`src/rtl/blend_pkg.sv`:
```
package blend_pkg;
  typedef enum logic [1:0] {
    VAR_IMM_WIDE   = 2'd0,
    VAR_IMM_NARROW = 2'd1,
    VAR_MSK_WIDE   = 2'd2,
    VAR_MSK_NARROW = 2'd3
  } blendVariant_e;

  // strobes from control to datapath
  typedef struct packed {
    logic legal;   // opcode recognised
    logic useImm;  // selector from immediate byte, else from mask sign bits
    logic narrow;  // 32-bit elements, else 64-bit
  } blendCtrl_t;

  localparam logic [31:0] OPC_IMM_WIDE   = 32'h660F_3A0D;
  localparam logic [31:0] OPC_IMM_NARROW = 32'h660F_3A0C;
  localparam logic [31:0] OPC_MSK_WIDE   = 32'h660F_3815;
  localparam logic [31:0] OPC_MSK_NARROW = 32'h660F_3814;
endpackage

```
`src/rtl/blend_ctrl.sv`:
```
module blend_ctrl
  import blend_pkg::*;
#(
  parameter int OPC_W = 32
) (
  input  logic [OPC_W-1:0] opBytes,
  output blendCtrl_t       ctrl
);
  blendVariant_e variant;
  logic          hit;

  always_comb begin
    hit     = 1'b1;
    variant = VAR_IMM_WIDE;
    unique case (opBytes)
      OPC_IMM_WIDE:   variant = VAR_IMM_WIDE;
      OPC_IMM_NARROW: variant = VAR_IMM_NARROW;
      OPC_MSK_WIDE:   variant = VAR_MSK_WIDE;
      OPC_MSK_NARROW: variant = VAR_MSK_NARROW;
      default:        hit = 1'b0;
    endcase
  end

  always_comb begin
    ctrl.legal  = hit;
    ctrl.useImm = (variant == VAR_IMM_WIDE) || (variant == VAR_IMM_NARROW);
    ctrl.narrow = (variant == VAR_IMM_NARROW) || (variant == VAR_MSK_NARROW);
  end
endmodule

```
`src/rtl/blend_datapath.sv`:
```
module blend_datapath
  import blend_pkg::*;
#(
  parameter int VEC_W  = 128,
  parameter int LANE_W = 32,
  parameter int IMM_W  = 8
) (
  input  logic             clk,
  input  logic             rstN,
  input  logic             inValid,
  input  blendCtrl_t       ctrl,
  input  logic [IMM_W-1:0] immByte,
  input  logic [VEC_W-1:0] oldDst,
  input  logic [VEC_W-1:0] srcVec,
  input  logic [VEC_W-1:0] maskVec,
  output logic [VEC_W-1:0] result,
  output logic             outValid,
  output logic             illegalOp
);
  localparam int LANES  = VEC_W / LANE_W;
  localparam int WIDE_W = 2 * LANE_W;

  logic [VEC_W-1:0] nextVec;
  logic [LANES-1:0] takeSrc;
  logic             unusedBits;

  // only the element sign bits and low immediate bits steer lanes
  assign unusedBits = ^{maskVec, immByte};

  for (genvar k = 0; k < LANES; k++) begin : g_lane
    localparam int PAIR = k / 2;
    logic narrowImm, wideImm, narrowVar, wideVar, pick;
    assign narrowImm = immByte[k];
    assign wideImm   = immByte[PAIR];
    assign narrowVar = maskVec[k*LANE_W + LANE_W - 1];
    assign wideVar   = maskVec[PAIR*WIDE_W + WIDE_W - 1];
    always_comb begin
      if (ctrl.useImm) pick = ctrl.narrow ? narrowImm : wideImm;
      else             pick = ctrl.narrow ? narrowVar : wideVar;
    end
    assign takeSrc[k] = ctrl.legal & pick;
    assign nextVec[k*LANE_W +: LANE_W] =
      takeSrc[k] ? srcVec[k*LANE_W +: LANE_W] : oldDst[k*LANE_W +: LANE_W];
  end

  always_ff @(posedge clk) begin
    if (!rstN) begin
      result    <= '0;
      outValid  <= 1'b0;
      illegalOp <= 1'b0;
    end else begin
      outValid  <= inValid;
      illegalOp <= inValid & ~ctrl.legal;
      if (inValid) result <= nextVec;
    end
  end
endmodule

```
`src/rtl/blend_unit.sv`:
```
module blend_unit
  import blend_pkg::*;
#(
  parameter int VEC_W  = 128,
  parameter int LANE_W = 32,
  parameter int IMM_W  = 8,
  parameter int OPC_W  = 32
) (
  input  logic             clk,
  input  logic             rstN,
  input  logic             inValid,
  input  logic [OPC_W-1:0] opBytes,
  input  logic [IMM_W-1:0] immByte,
  input  logic [VEC_W-1:0] oldDst,
  input  logic [VEC_W-1:0] srcVec,
  input  logic [VEC_W-1:0] maskVec,
  output logic             outValid,
  output logic             illegalOp,
  output logic [VEC_W-1:0] result
);
  blendCtrl_t ctrl;

  blend_ctrl #(.OPC_W(OPC_W)) ctrl_i (
    .opBytes(opBytes),
    .ctrl   (ctrl)
  );

  blend_datapath #(.VEC_W(VEC_W), .LANE_W(LANE_W), .IMM_W(IMM_W)) dp_i (
    .clk      (clk),
    .rstN     (rstN),
    .inValid  (inValid),
    .ctrl     (ctrl),
    .immByte  (immByte),
    .oldDst   (oldDst),
    .srcVec   (srcVec),
    .maskVec  (maskVec),
    .result   (result),
    .outValid (outValid),
    .illegalOp(illegalOp)
  );
endmodule

```
`config.mk`:
```
export PLATFORM = sky130hd
export DESIGN_NAME = blend_unit
export DESIGN_NICKNAME = d
export VERILOG_FILES = /design/src/rtl/blend_pkg.sv /design/src/rtl/blend_ctrl.sv /design/src/rtl/blend_datapath.sv /design/src/rtl/blend_unit.sv
export SDC_FILE = /design/constraint.sdc
export NUM_CORES = 1
export LEC_CHECK = 0
export BUFFER_PORTS_ARGS = -buffer_cell sky130_fd_sc_hd__buf_4
export CAP_MARGIN = 30
export CORE_AREA = 3 3 213 215
export DETAILED_ROUTE_END_ITERATION = 16
export DIE_AREA = 0 0 216 218
export PLACE_DENSITY = 0.38
export SLEW_MARGIN = 0
export SYNTH_ARGS = -nofsm -noshare
export SYNTH_HDL_FRONTEND = slang
export SYNTH_SLANG_ARGS = --single-unit
```
`constraint.sdc`:
```
create_clock -name clk -period 2.17 [get_ports clk]
set_input_delay 0.434 -clock clk [delete_from_list [all_inputs] [get_ports clk]]
set_output_delay 0.434 -clock clk [all_outputs]
set_load 0.02 [all_outputs]
```
==> metrics.cfg <==
[sta]
grt_setup_unrepaired = no
fin_skew_ps = 0
slew_headroom = 0.625
min_period_over_period = 0.865
maxSlewViolCount = 0
setup_viol = 0
finalCriticalPeriod_ps = 1880
hold_viol_final = 0
fmax_mhz = 533
tightest_slew_ps = 563

[pwr]
ir_worst_vdd_v = 0.000340
pwr_density_cell_mw_per_mm2 = 644
power_leakage_nw = 4.44

[global_routing]
gr-total-overflow = 0
grt_first_pass_wirelength_mm = 40.3
antenna_found_initial = 8
grt_pass1_vias = 6381
use_met1 = 0.138
grtUsageMet2 = 0.185
track_usage = 0.115
grt_max_degree = 130
top_usage_layer = met2
gr-usage-met3 = 0.0482

[setup_path]
r2r_cells = 2
worstPathRequired_ps = 2540
cp_cell_sequence = buf_4 > nor4_4 > buf_4 > nand4_4 > buf_4 > a211oi_4 > buf_4 > nand3_1 > a31oi_1
cp-end-kind = register
critPathMaxFanout = 20
startpoint_type = input pin
critPathSlowestCell = buf_4
worstPathArrival_ps = 2250
cpMostUsedCell = buf_4
cpPeakStageDelay_ps = 290
criticalPathCategory = in -> reg

[floorplanning]
dieWidth_um = 216
io_pins = 557
initial_core_util = 0.134
die_y_um = 218
dieArea_sq_mm = 0.0471
core_area_sq_mm = 0.0439
row_count = 77

[hold_path]
worst_hold_path_type = in -> reg
worstHoldPathCells = 3

[final_layout]
multi_input_area_sq_mm = 0.00295
synthToLayoutAreaGrowth_pct = 79.5
seqCellArea_sq_mm = 0.00260
utilization = 0.240
fillers = 4862
instances_no_fill = 1672
drive_gt1_frac = 0.471
nets = 1495

[route]
antenna_left = 0
wl_mm = 27.8
viasPerCell = 3.88
route.vias.total = 6483
first_pass_iters = 4
drt-wirelength-per-cell_um = 16.7
drtIter0Drc = 258
drc = 0

[clock_tree]
clock_latency_ps = 430
ctsHoldBuffers = 0
root_buffer = clkbuf_16
cts-resized-gates = 0
postCtsSetupRepairBufs = 0
cts_tree = done
numClockSinks = 130
htreeDepth = 4
ctsLongestPathBuffers = 2
clkTransAtPathRegs_ps = 60
cts_buffers = 17

[logic_synthesis]
synth.area.top_cells = dfxtp_1 (44%), mux2i_1 (17%), a21oi_1 (8.2%)
synth_nets = 1070
synth.avg_cell_area_sq_um = 9.12
synth_cell_types = 32
syn_area_sq_mm = 0.00587
ys_warn_count = 0
synthCells = 643
yosys.area.top_type = dfxtp_1
synth_top_cell_area_share = 0.444
seq_area_frac_synth = 0.444
ys_ff_latch = 130

[placed_design]
port_buffers = 428
dp_cells = 1641
dpl.hpwl_mm = 21.6
gp_congestion = 0.745

[run]
drv_cap = 0

[status]
status = finished, final reports clean

## state kept, by name (all words and copies together) (netlist names)
name            cells
dp_i.outValid       1
dp_i.result       128
dp_i.illegalOp      1
## critical path: cells and delay by family
kind | cells | cell delay, ps
AO/OA/AOI/OAI | 2 | 420
buffers and inverters | 4 | 780
AND/OR/NAND/NOR | 3 | 600
## layer usage
layer	part of all wire	vias up
li1	-	3243
met4	0.016	14
met2	0.47	266
met1	0.41	2930
met3	0.092	30
met5	0.0045	-
## synthesized netlist by cell type, drive strengths merged
library cell,count
inv,2
o22a,1
dfxtp,130
o211a,1
a211o,1
nand3b,1
nor4,2
o21ai,160
nor3b,1
clkbuf,45
and4bb,2
nor2b,1
and2,2
a211oi,2
and4b,2
a31oi,32
or3,1
nand3,33
a2bb2oi,2
nand4,1
mux2i,99
nor4bb,1
a21oi,96
or3b,1
nor3,5
buf,19
## kinds of logic after synthesis
logic type,count (synthesis),share of synthesized area
AO/OA/AOI/OAI,295,0.264
flip-flops,130,0.444
multiplexers,99,0.169
buffers and inverters,66,0.0559
AND/OR/NAND/NOR,53,0.0672
## area by class of cell
cell class,count,share of cell area
Antenna cell,1,0.000238
Sequential cell,130,0.247
Clock inverter,6,0.00523
Tap cell,592,0.0703
Multi-Input combinational cell,447,0.280
Inverter,2,0.000713
Clock buffer,24,0.0467
Timing Repair Buffer,470,0.350
## per-stage QoR
| step | hold WS, ps | setup slack [ps] | total power, mW | cell area [sq um] | setup TNS [ps] |
|---|---|---|---|---|---|
| CTS | 229 | 294 | 6.95 | 10500 | 0 |
| detailed placement | 500 | -194 | 4.08 | 9980 | -8290 |
| global placement | 495 | -154 | 4.08 | 9980 | -7300 |
| finish | 273 | 293 | 6.78 | 10500 | 0 |
| global route | 252 | 119 | 7.15 | 10500 | 0 |
| floorplan | 574 | 260 | 3.22 | 5870 | 0 |
## report_power, final
group	internal [mW]	switching [mW]	leakage (nW)	total, mW
combinational	0.711	0.662	3.08	1.37
sequential	2.56	0.0788	1.08	2.63
clock	1.67	1.10	0.275	2.78
total	4.94	1.84	4.44	6.78
## cells in the final DEF (no fill, tap or decap), drive strengths merged, types with 2 or more instances in the layout
cell       n
nand3     33
mux2i     99
inv        2
clkinv     5
nor4       2
nor3       5
a31oi     32
o21ai    160
dfxtp    130
a21oi     96
and2       2
buf      470
and4bb     2
a211oi     2
a2bb2oi    2
clkbuf    24
and4b      2
## path summary, 6_finish.rpt
check	startpoint	to	slack, ps
setup reg to reg	dp_i.result[100]	dp_i.result[100]	1510
hold / removal	srcVec[74]	dp_i.result[74]	270
hold reg to reg	dp_i.result[1]	dp_i.result[1]	510
setup / recovery	opBytes[7]	dp_i.result[83]	290
Power figures use the tool's default switching activity.
